<file path="src/rtl/i2cq_pkg.sv">
package i2cq_pkg;
  localparam int ADDR_W   = 7;
  localparam int DATA_W   = 8;
  localparam int CMD_W    = DATA_W + 2;
  localparam int CMD_RD   = 8;
  localparam int CMD_STOP = 9;
  localparam int STAT_W   = 6;
  localparam int INTR_W   = 10;

  typedef enum logic [2:0] {
    OP_NONE    = 3'd0,
    OP_START   = 3'd1,
    OP_RESTART = 3'd2,
    OP_WRITE   = 3'd3,
    OP_READ    = 3'd4,
    OP_STOP    = 3'd5
  } opKind_e;

  typedef struct packed {
    logic txPop;
    logic txFlush;
    logic rxPush;
    logic setAbort;
    logic setStopDet;
  } ctrlStrobe_t;
endpackage

</file>
<file path="src/rtl/i2cq_fifo.sv">
module i2cq_fifo #(
  parameter int WIDTH = 8,
  parameter int DEPTH = 8
) (
  input  logic             clk,
  input  logic             rstN,
  input  logic             push,
  input  logic             pop,
  input  logic             flush,
  input  logic [WIDTH-1:0] wdata,
  output logic [WIDTH-1:0] rdata,
  output logic             empty,
  output logic             full
);
  // DEPTH must be a power of two so the pointers wrap on their own.
  localparam int AW = $clog2(DEPTH);

  logic [WIDTH-1:0] mem [DEPTH];
  logic [AW-1:0]    wrPtr, rdPtr;
  logic [AW:0]      count;
  logic             doPush, doPop;

  assign empty  = (count == '0);
  assign full   = (count == (AW+1)'(DEPTH));
  assign doPush = push && !full && !flush;
  assign doPop  = pop && !empty && !flush;
  assign rdata  = mem[rdPtr];

  always_ff @(posedge clk) begin
    if (!rstN || flush) begin
      wrPtr <= '0;
      rdPtr <= '0;
      count <= '0;
    end else begin
      if (doPush) wrPtr <= wrPtr + 1'b1;
      if (doPop)  rdPtr <= rdPtr + 1'b1;
      count <= count + (AW+1)'(doPush) - (AW+1)'(doPop);
    end
  end

  always_ff @(posedge clk) begin
    if (doPush) mem[wrPtr] <= wdata;
  end
endmodule

</file>
<file path="src/rtl/i2cq_datapath.sv">
module i2cq_datapath
  import i2cq_pkg::*;
#(
  parameter int TX_DEPTH = 8,
  parameter int RX_DEPTH = 8
) (
  input  logic              clk,
  input  logic              rstN,
  input  logic              cmdWrite,
  input  logic [CMD_W-1:0]  cmdWord,
  input  logic              rxRead,
  output logic [DATA_W-1:0] rxData,
  input  logic              clrStopDet,
  input  logic              clrAll,
  input  logic [DATA_W-1:0] rxByteIn,
  input  ctrlStrobe_t       strobe,
  input  logic              masterAct,
  input  logic              enabledNow,
  output logic [CMD_W-1:0]  txHead,
  output logic              txEmpty,
  output logic [STAT_W-1:0] status,
  output logic [INTR_W-1:0] rawIntr
);
  logic              txFull, rxEmpty, rxFull;
  logic [DATA_W-1:0] rxHead;
  logic              rxUnder, rxOver, txOver, txAbort, stopDet;

  i2cq_fifo #(.WIDTH(CMD_W), .DEPTH(TX_DEPTH)) u_txFifo (
    .clk(clk), .rstN(rstN), .push(cmdWrite), .pop(strobe.txPop),
    .flush(strobe.txFlush), .wdata(cmdWord), .rdata(txHead),
    .empty(txEmpty), .full(txFull)
  );

  i2cq_fifo #(.WIDTH(DATA_W), .DEPTH(RX_DEPTH)) u_rxFifo (
    .clk(clk), .rstN(rstN), .push(strobe.rxPush), .pop(rxRead),
    .flush(1'b0), .wdata(rxByteIn), .rdata(rxHead),
    .empty(rxEmpty), .full(rxFull)
  );

  assign rxData = rxEmpty ? '0 : rxHead;

  always_ff @(posedge clk) begin
    if (!rstN) begin
      rxUnder <= 1'b0;
      rxOver  <= 1'b0;
      txOver  <= 1'b0;
      txAbort <= 1'b0;
      stopDet <= 1'b0;
    end else begin
      rxUnder <= (rxUnder && !clrAll) || (rxRead && rxEmpty);
      rxOver  <= (rxOver  && !clrAll) || (strobe.rxPush && rxFull);
      txOver  <= (txOver  && !clrAll) || (cmdWrite && txFull);
      txAbort <= (txAbort && !clrAll) || strobe.setAbort;
      stopDet <= (stopDet && !clrAll && !clrStopDet) || strobe.setStopDet;
    end
  end

  assign rawIntr = {stopDet, 2'b00, txAbort, 1'b0, txEmpty, txOver, 1'b0, rxOver, rxUnder};
  assign status  = {masterAct, rxFull, !rxEmpty, txEmpty, !txFull,
                    masterAct || (enabledNow && !txEmpty)};
endmodule

</file>
<file path="src/rtl/i2cq_ctrl.sv">
module i2cq_ctrl
  import i2cq_pkg::*;
(
  input  logic              clk,
  input  logic              rstN,
  input  logic              enable,
  input  logic              restartEn,
  input  logic [ADDR_W-1:0] targetAddr,
  input  logic [CMD_W-1:0]  txHead,
  input  logic              txEmpty,
  input  logic              opDone,
  input  logic              opNackIn,
  output logic              opReq,
  output logic [2:0]        opKind,
  output logic [DATA_W-1:0] opByte,
  output logic              opNack,
  output ctrlStrobe_t       strobe,
  output logic              masterAct,
  output logic              enableStatus
);
  typedef enum logic {S_IDLE, S_BUSY} state_e;

  state_e            state;
  opKind_e           kindQ, nKind;
  logic [DATA_W-1:0] byteQ, nByte;
  logic              nackQ, nNack, isAddrQ, nIsAddr, nPop, issue;
  logic              lastStopQ, active, curDir, needAddr, pendStop, enStat;
  logic [ADDR_W-1:0] addrQ;
  logic              finish, abortDone, disFlush;

  // Choose the next bus operation while idle.
  always_comb begin
    issue   = 1'b0;
    nKind   = OP_NONE;
    nByte   = '0;
    nNack   = 1'b0;
    nIsAddr = 1'b0;
    nPop    = 1'b0;
    if (state == S_IDLE && enStat) begin
      if (pendStop || (!enable && active)) begin
        issue = 1'b1;
        nKind = OP_STOP;
      end else if (enable) begin
        if (needAddr) begin
          issue   = 1'b1;
          nKind   = OP_WRITE;
          nByte   = {addrQ, curDir};
          nIsAddr = 1'b1;
        end else if (!txEmpty) begin
          issue = 1'b1;
          if (!active) begin
            nKind = OP_START;
          end else if (txHead[CMD_RD] != curDir) begin
            nKind = restartEn ? OP_RESTART : OP_STOP;
          end else begin
            nPop  = 1'b1;
            nKind = txHead[CMD_RD] ? OP_READ : OP_WRITE;
            nByte = txHead[CMD_RD] ? '0 : txHead[DATA_W-1:0];
            nNack = txHead[CMD_RD] && txHead[CMD_STOP];
          end
        end
      end
    end
  end

  assign finish    = (state == S_BUSY) && opDone;
  assign abortDone = finish && (kindQ == OP_WRITE) && opNackIn;
  assign disFlush  = enStat && !enable && (state == S_IDLE) && !active && !pendStop;

  always_ff @(posedge clk) begin
    if (!rstN) begin
      state     <= S_IDLE;
      kindQ     <= OP_NONE;
      byteQ     <= '0;
      nackQ     <= 1'b0;
      isAddrQ   <= 1'b0;
      lastStopQ <= 1'b0;
      active    <= 1'b0;
      curDir    <= 1'b0;
      needAddr  <= 1'b0;
      pendStop  <= 1'b0;
      enStat    <= 1'b0;
      addrQ     <= '0;
    end else begin
      if (!enStat && enable) begin
        enStat <= 1'b1;
        addrQ  <= targetAddr;
      end else if (disFlush) begin
        enStat <= 1'b0;
      end

      if (issue) begin
        state   <= S_BUSY;
        kindQ   <= nKind;
        byteQ   <= nByte;
        nackQ   <= nNack;
        isAddrQ <= nIsAddr;
        if (nPop) lastStopQ <= txHead[CMD_STOP];
        if (nKind == OP_START || nKind == OP_RESTART) curDir <= txHead[CMD_RD];
      end

      if (finish) begin
        state <= S_IDLE;
        unique case (kindQ)
          OP_START, OP_RESTART: begin
            active   <= 1'b1;
            needAddr <= 1'b1;
          end
          OP_WRITE: begin
            if (isAddrQ) needAddr <= 1'b0;
            if (opNackIn || (!isAddrQ && lastStopQ)) pendStop <= 1'b1;
          end
          OP_READ: begin
            if (lastStopQ) pendStop <= 1'b1;
          end
          OP_STOP: begin
            active   <= 1'b0;
            pendStop <= 1'b0;
            needAddr <= 1'b0;
          end
          default: ;
        endcase
      end
    end
  end

  assign opReq        = (state == S_BUSY);
  assign opKind       = kindQ;
  assign opByte       = byteQ;
  assign opNack       = nackQ;
  assign masterAct    = (state == S_BUSY) || active || pendStop;
  assign enableStatus = enStat;

  assign strobe.txPop      = nPop;
  assign strobe.txFlush    = abortDone || disFlush;
  assign strobe.rxPush     = finish && (kindQ == OP_READ);
  assign strobe.setAbort   = abortDone;
  assign strobe.setStopDet = finish && (kindQ == OP_STOP);
endmodule

</file>
<file path="src/rtl/i2cq_engine.sv">
module i2cq_engine
  import i2cq_pkg::*;
#(
  parameter int TX_DEPTH = 8,
  parameter int RX_DEPTH = 8
) (
  input  logic        clk,
  input  logic        rstN,
  input  logic        enable,
  input  logic        restartEn,
  input  logic [6:0]  targetAddr,
  input  logic        cmdWrite,
  input  logic [9:0]  cmdWord,
  input  logic        rxRead,
  output logic [7:0]  rxData,
  input  logic        clrStopDet,
  input  logic        clrAll,
  output logic [5:0]  status,
  output logic [9:0]  rawIntr,
  output logic        enableStatus,
  output logic        opReq,
  output logic [2:0]  opKind,
  output logic [7:0]  opByte,
  output logic        opNack,
  input  logic        opDone,
  input  logic        opNackIn,
  input  logic [7:0]  opRdByte
);
  ctrlStrobe_t       strobe;
  logic [CMD_W-1:0]  txHead;
  logic              txEmpty, masterAct;

  i2cq_ctrl u_ctrl (
    .clk(clk), .rstN(rstN), .enable(enable), .restartEn(restartEn),
    .targetAddr(targetAddr), .txHead(txHead), .txEmpty(txEmpty),
    .opDone(opDone), .opNackIn(opNackIn), .opReq(opReq), .opKind(opKind),
    .opByte(opByte), .opNack(opNack), .strobe(strobe),
    .masterAct(masterAct), .enableStatus(enableStatus)
  );

  i2cq_datapath #(.TX_DEPTH(TX_DEPTH), .RX_DEPTH(RX_DEPTH)) u_dp (
    .clk(clk), .rstN(rstN), .cmdWrite(cmdWrite), .cmdWord(cmdWord),
    .rxRead(rxRead), .rxData(rxData), .clrStopDet(clrStopDet),
    .clrAll(clrAll), .rxByteIn(opRdByte), .strobe(strobe),
    .masterAct(masterAct), .enabledNow(enableStatus), .txHead(txHead),
    .txEmpty(txEmpty), .status(status), .rawIntr(rawIntr)
  );
endmodule

</file>
<file path="config.mk">
export PLATFORM = sky130hd
export DESIGN_NAME = i2cq_engine
export DESIGN_NICKNAME = d
export VERILOG_FILES = /design/src/rtl/i2cq_pkg.sv /design/src/rtl/i2cq_fifo.sv /design/src/rtl/i2cq_datapath.sv /design/src/rtl/i2cq_ctrl.sv /design/src/rtl/i2cq_engine.sv
export SDC_FILE = /design/constraint.sdc
export NUM_CORES = 1
export LEC_CHECK = 0
export BUFFER_PORTS_ARGS = -buffer_cell sky130_fd_sc_hd__buf_2
export CORE_UTILIZATION = 30
export CTS_CLUSTER_DIAMETER = 200
export DETAILED_ROUTE_END_ITERATION = 6
export PLACE_DENSITY = 0.49
export SLEW_MARGIN = 0
export SYNTH_ARGS = -nofsm -noshare
export SYNTH_HDL_FRONTEND = slang
export SYNTH_SLANG_ARGS = --single-unit
</file>
<file path="constraint.sdc">
create_clock -name clk -period 3.3 [get_ports clk]
set_input_delay 0 -clock clk [delete_from_list [all_inputs] [get_ports clk]]
set_output_delay 0 -clock clk [all_outputs]
set_load 0.05 [all_outputs]
</file>
==> metrics, run 1 <==
status finished, final reports clean; post-synthesis cell area 8370 um^2; Power Dens Cells 682 nW/um^2; width of the die approximately 170 um; clock period minus worst slack approximately 2800 ps; CTS Sinks a little over 200; Setup CP Type flop to flop; Worst slew margin 28.6%; Max VDD drop 332 uV; CP Buf/Inv Count 1; Die ar. 28,600 um^2; top_reg_cell synth edfxtp_1; setup bufs post-CTS 0; detailed placer's ending HPWL 12,100 um; num ports 73; startpoint types flop; crit-path max cell delay ~580 ps; DR iter-0 viols 280; combinational power share between 20% and 30%; switching power share of the total between 20 and 30%; row cnt 60; CTS tree yes; most common cell in the netlist edfxtp_1; Core Region ~27,000 um^2; Pint 5050 uW; post-CTS sizing 0; GRT overflow 0; RSZ-0062 raised after global routing no; share of the synthesized area in the top cell type 51.6%; DR WL/cell 17.0 um; DRC viols 0; crit-path max FO 8; Clock Skews between 20 and 25 ps; Clock Power Share 37.8%; Placed Area ~9000 um^2; ys async rst share 0%; Routed Wire Length roughly 18,000 um; top post-synthesis cells by area edfxtp_1 (52%), dfxtp_1 (14%), mux4_2 (7.5%); Crit path max-delay family multiplexers; PortBufs 68; Max Fclk ~350 MHz; post-synthesis simple-gate area fraction approximately 7.6%; Synth area leader edfxtp_1; measured slew at the worst slew-check pin about 1100 ps; Lkg Pwr roughly 0.0036 uW; Final #Nets ~730; hold buffers post-CTS 36; synthesized instance count 566; first drt pass iteration count 4; Post-synth EDFFs 144; Adder-Cell Fraction of Synth Area 2.96%; kind of end point of the critical path flop; CTS Buf Count 23; Crit path arrival time roughly 3200 ps; Compound-Gate Fraction of Synth Area under 10%; Sequential Power Share between 40% and 50%; clock transition at the registers of the reported paths approximately 60 ps; hold path start restartEn; Post-Synth XOR/XNOR Area 1.26%; gpl congestion 0.787; H-tree lvl count 1; Power Total between 7000 and 8000 uW; Syn Area/Cell around 15 um^2; largest family of logic cells by synthesized area multiplexers; final standard cell area without fillers 10,300 um^2; Area Overhead vs Synth 23.2%; Worst-Skew Late Latency 510 ps; initial antenna violation count 1; Routed Antenna Nets 0; Root Buffer clkbuf_16; share of cells above drive strength 1 between 20 and 25%; worst hold path type input pin to flop; sw power just under 2000 uW; global-route wire length before repair about 28,000 um; starting density of the core 30.8%; Max Cap Viol 0; synth cell count leaders edfxtp_1 (144), dfxtp_1 (58), nor2_1 (48); yosys warns 0; DR vias between 4,000 and 5,000; vias in the first global route 4,981; Final Hold Viols 0; count of different cell masters after synthesis 58; total negative slack 0 ps; post-synthesis mux area share roughly an eighth; gr usage total between 10% and 20%; crit path cell chain mux4_1 > mux2_4 > xnor2_1 > nand3_1 > nand2_1 > ha_1 > inv_1 > fa_1 > xor2_1 > nor2_1; CTS Buffer Depth 3; sequential area share after synthesis between 60% and 70%; DR vias/cell 4.60; CP max-delay cell mux4_1; largest net degree at the start of global routing 38; Critical Path RT around 3700 ps; Tcrit/Tclk final 85.7%; Pins Over Slew Limit 0; final setup fails 0; Die H 169 um; Synth Register Bits just over 200
## flip-flops by register name, summed over array words and instances (netlist names), 3 cells and up, named ones only
name / flops
u_dp.u_txFifo.mem: 80
u_dp.u_rxFifo.mem: 64
u_ctrl.opByte: 8
u_ctrl.addrQ: 7
u_dp.u_rxFifo.count: 4
u_dp.u_txFifo.count: 4
u_ctrl.opKind: 3
u_dp.u_rxFifo.rdPtr: 3
u_dp.u_rxFifo.wrPtr: 3
u_dp.u_txFifo.rdPtr: 3
u_dp.u_txFifo.wrPtr: 3
## cell usage in the layout (no fill, tap or decap), types with 3 or more instances in the layout
master / count
and2_1: 7
nor3_1: 10
mux4_2: 28
bufinv_16: 5
nor2b_1: 4
nor3b_1: 4
clkbuf_1: 6
or3_1: 3
dlygate4sd3_1: 36
clkbuf_16: 23
a21o_1: 4
buf_4: 24
xnor2_1: 5
a2bb2oi_1: 8
nand2b_1: 6
ha_1: 15
a21oi_1: 31
mux4_1: 8
o21ai_0: 8
edfxtp_1: 144
inv_1: 23
nor2_1: 48
mux2i_1: 25
dfxtp_1: 58
nand3_1: 6
nand2_1: 32
buf_2: 68
xor2_1: 7
clkinv_2: 3
conb_1: 4
nand4_1: 3
## area by class of cell
cell class | count | area [um^2]
Fill cell | 2618 | 16900
Sequential cell | 202 | 5490
Multi-Input combinational cell | 301 | 2590
Timing Repair Buffer | 128 | 881
Clock buffer | 30 | 612
Tap cell | 372 | 465
Clock inverter | 11 | 181
Inverter | 24 | 90.1
Antenna cell | 1 | 2.50
## worst register-to-register path, stage by stage, from the launching register on
cell and delay (ps):
dfxtp_1 390, mux4_1 590, mux2_4 340, xnor2_1 260, nand3_1 180, nand2_1 110
ha_1 180, inv_1 60, fa_1 400, xor2_1 140, nor2_1 50
## kinds of logic (layout without fill, tap and decap cells)
logic type,count (synthesis),in the layout
multiplexers,63,63
adder cells (fa/ha/maj),19,19
buffers and inverters,66,193
AO/OA/AOI/OAI,69,69
XOR/XNOR,12,12
other,1,5
AND/OR/NAND/NOR,134,134
flip-flops,202,202
## per-layer routing
| metal | track usage, % | up-vias | wire (um) |
|---|---|---|---|
| met5 | 0 | - | 0 |
| met4 | 3.37 | 0 | 366 |
| met3 | 2.48 | 24 | 783 |
| met2 | 22.3 | 94 | 9040 |
| met1 | 16.4 | 2452 | 7950 |
| li1 | - | 2343 | - |
## final timing paths
kind                            endpoint  slack [ps]  depth (start not counted)
setup / recovery  u_dp.u_txFifo.count[2]         470                         10
hold / removal             u_ctrl.curDir          40                          4
setup reg to reg  u_dp.u_txFifo.count[2]         470                         10
hold reg to reg         u_ctrl.opByte[5]         450                          2
## power by group through the flow
stage	combinational (uW)	clock, uW	sequential (uW)
floorplan	1140	0	2940
finish	1450	2660	2930
detailed placement	1430	0	2980
global placement	1410	0	2970
global route	1580	2830	2940
CTS	1480	2730	2930
## per-stage QoR
| step | hold WS, ps | cells | setup WS [ps] | utilization, % |
|---|---|---|---|---|
| floorplan | 98.9 | 569 | 391 | - |
| global placement | 243 | 991 | 578 | 33.7 |
| detailed placement | 255 | 991 | 509 | 33.7 |
| CTS | 20.6 | 1068 | 464 | 37.9 |
| global route | 64.1 | 1069 | 271 | 37.9 |
| finish | 37.1 | 1069 | 472 | 37.9 |
(Power assumes the default switching activity.)
==> inputs of run 2 (changes only) <==
Settings changed: CORE_ASPECT_RATIO set to 0.75.
==> run 2 against run 1 <==
The run now ends with negative hold slack left. Largest power group unchanged. Highest routed layer unchanged. First-iteration DRC count shrank 11%. Register-to-register slack gained 60 ps. Fmax grew 2.1%.
==> metrics, run 2 (synthesized netlist as in run 1, its figures left out) <==
row cnt 52 (was 60); status complete, but fails checks (was finished, final reports clean); kind of end point of the critical path flop (unchanged); crit-path max FO 8 (unchanged); Power Dens Cells 679 nW/um^2 (was 682 nW/um^2); Lkg Pwr 0.00364 uW (was 0.00362 uW); Routed Antenna Nets 0 (unchanged); Die H 147 um (was 169 um); crit-path max cell delay 580 ps (about the same); Setup CP Type flop to flop (unchanged); worst hold stages 4 (unchanged); measured slew at the worst slew-check pin 1060 ps (was 1070 ps); commonest non-fill, non-tap cell in the layout edfxtp_1 (unchanged); gpl congestion 0.796 (was 0.787); sw power 2040 uW (was 1980 uW); setup ws final 531 ps (was 472 ps); global-route wire length before repair 29,900 um (was 28,400 um); Final Hold Viols 1 (was 0); H-tree lvl count 1 (unchanged); failing checks negative hold slack; final setup fails 0 (unchanged); DR vias 4,966 (was 4,913); DR WL/cell 18.3 um (was 17.0 um); width of the die 195 um (was 169 um); CTS Buffer Depth 3 (unchanged); R2R Path End u_dp.u_txFifo.count[2] (unchanged); Max VDD drop 400 uV (was 332 uV); Die ar. 28,600 um^2 (about the same); Tcrit/Tclk final 83.9% (was 85.7%); initial antenna violation count 0 (was 1); RSZ-0062 raised after global routing no (unchanged); starting density of the core 30.8% (about the same); max FFs per register 80 (unchanged); clock transition at the registers of the reported paths 70 ps (was 60 ps); Pins Over Slew Limit 0 (unchanged); Crit path arrival time 3150 ps (was 3210 ps); Clock Skews 15.5 ps (was 23.4 ps); Post-Route Utilization 37.8% (was 37.9%); Biggest register u_dp.u_txFifo.mem (unchanged); DR vias/cell 4.73 (was 4.60); Area Overhead vs Synth 22.8% (was 23.2%); vias in the first global route 5,101 (was 4,981); Max Fclk 361 MHz (was 354 MHz); Routed Wire Length 19,200 um (was 18,100 um); Sequential Power Share 42.4% (was 41.6%); CTS Sinks 202 (unchanged); DR iter-0 viols 248 (was 280); Core Region 27,200 um^2 (about the same); CP Buf/Inv Count 1 (unchanged); CTS tree yes (unchanged); CP max-delay cell mux4_1 (unchanged); DRC viols 0 (unchanged); Worst-Skew Late Latency 510 ps (about the same); setup slack, reg-to-reg 530 ps (was 470 ps); combinational power share 20.8% (was 20.6%); detailed placer's ending HPWL 12,700 um (was 12,100 um); Root Buffer clkbuf_16 (unchanged); Placed Area 9140 um^2 (was 9160 um^2); total negative slack 0 ps (unchanged); setup bufs post-CTS 0 (unchanged); clock period minus worst slack 2770 ps (was 2830 ps); PortBufs 68 (unchanged); n_diodes 0 (was 1); GRT overflow 0 (unchanged); startpoint types flop (unchanged); Pint 4940 uW (was 5050 uW); hold path endpoint u_dp.rxOver (was u_ctrl.curDir); Max Cap Viol 0 (unchanged); gr usage total 13.6% (was 12.9%); Worst slew margin 28.9% (was 28.6%); hold path start clrAll (was restartEn); num ports 73 (unchanged); most frequent cells in the layout edfxtp_1 (144), buf_2 (68), dfxtp_1 (58), nor2_1 (48), dlygate4sd3_1 (37) (was edfxtp_1 (144), buf_2 (68), dfxtp_1 (58), nor2_1 (48), dlygate4sd3_1 (36)); crit path cell chain mux4_1 > mux2_4 > xnor2_1 > nand3_1 > nand2_1 > ha_1 > inv_1 > fa_1 > xor2_1 > nor2_1 (unchanged); worst hold path type input pin to flop (unchanged); Final #Nets 735 (was 732); Crit path max-delay family multiplexers (unchanged); final standard cell area without fillers 10,300 um^2 (about the same); pre-CTS setup slack 530 ps (was 509 ps); CTS Buf Count 22 (was 23); largest net degree at the start of global routing 38 (unchanged); first drt pass iteration count 4 (unchanged); Clock Power Share 36.9% (was 37.8%); Critical Path RT 3680 ps (about the same); share of cells above drive strength 1 24.3% (was 23.1%); switching power share of the total 29.2% (was 28.2%); reg2reg path depth 10 (unchanged); Hold Slack -2.82 ps (was 37.1 ps)
-- run 2: cell count changes in the layout (fill, tap and decap cells not counted) --
cell,change
clkinv_1,-2
clkinv_4,+2
clkinv_2,+5
bufinv_16,-2
inv_6,-1
clkbuf_1,-5
dlygate4sd3_1,+1
buf_4,+3
clkbuf_8,+2
nor4_2,+1
nor4_4,-1
diode_2,-1
-- run 2: cell type report --
| class | count | area (um^2) |
|---|---|---|
| clock buffer | 27 | 621 |
| timing repair buffer | 132 | 913 |
| inverter | 24 | 90.1 |
| multi-input combinational | 301 | 2590 |
| clock inverter | 13 | 148 |
| sequential | 202 | 5490 |
| tap | 351 | 439 |
| fill | 2572 | 16900 |
-- run 2: through the flow --
step,cells,power (uW),hold slack [ps]
after floorplan,569,4090,98.9
after detailed placement,973,4440,248
after global placement,973,4410,241
after global routing,1050,7300,68.5
final,1050,6980,-2.82
after CTS,1050,7080,5.04
-- run 2: worst max path at each step --
stage / start / cells after the start / slack [ps] / end
after detailed placement: flop / 10 / 530 / u_dp.u_txFifo.count[2]
final: flop / 10 / 530 / u_dp.u_txFifo.count[2]
after floorplan: u_ctrl.opReq / 4 / 390 / u_dp.u_txFifo.mem[4][0]
after global placement: flop / 10 / 600 / u_dp.u_txFifo.count[2]
after CTS: flop / 10 / 510 / u_dp.u_txFifo.count[2]
after global routing: flop / 10 / 380 / u_dp.u_txFifo.count[2]
-- run 2: power by group through the flow --
stage	sequential (uW)	combinational, uW	clock, uW
after detailed placement	3010	1420	0
after global routing	2970	1580	2740
after floorplan	2940	1140	0
after CTS	2960	1470	2640
after global placement	3010	1410	0
final	2960	1450	2570
-- run 2: timing repair --
action / 4_1_cts / 5_1_grt
hold endpoints to repair: 170 / 0
gates resized for setup: 0 / 0
hold buffers: 37 / 0
-- run 2: metal layers --
metal / vias up / part of all wire, % / GRT usage [%]
met5: - / 0 / 0
met4: 0 / 1.7 / 3.07
met3: 23 / 3.8 / 2.66
met2: 93 / 47 / 22.3
met1: 2495 / 47 / 18.6
li1: 2355 / - / -
-- run 2: worst reg2reg max path: stages (launching register included) --
cell and delay, ps:
dfxtp_1 390, mux4_1 580, mux2_4 340, xnor2_1 240, nand3_1 170, nand2_1 100
ha_1 170, inv_1 70, fa_1 400, xor2_1 130, nor2_1 50
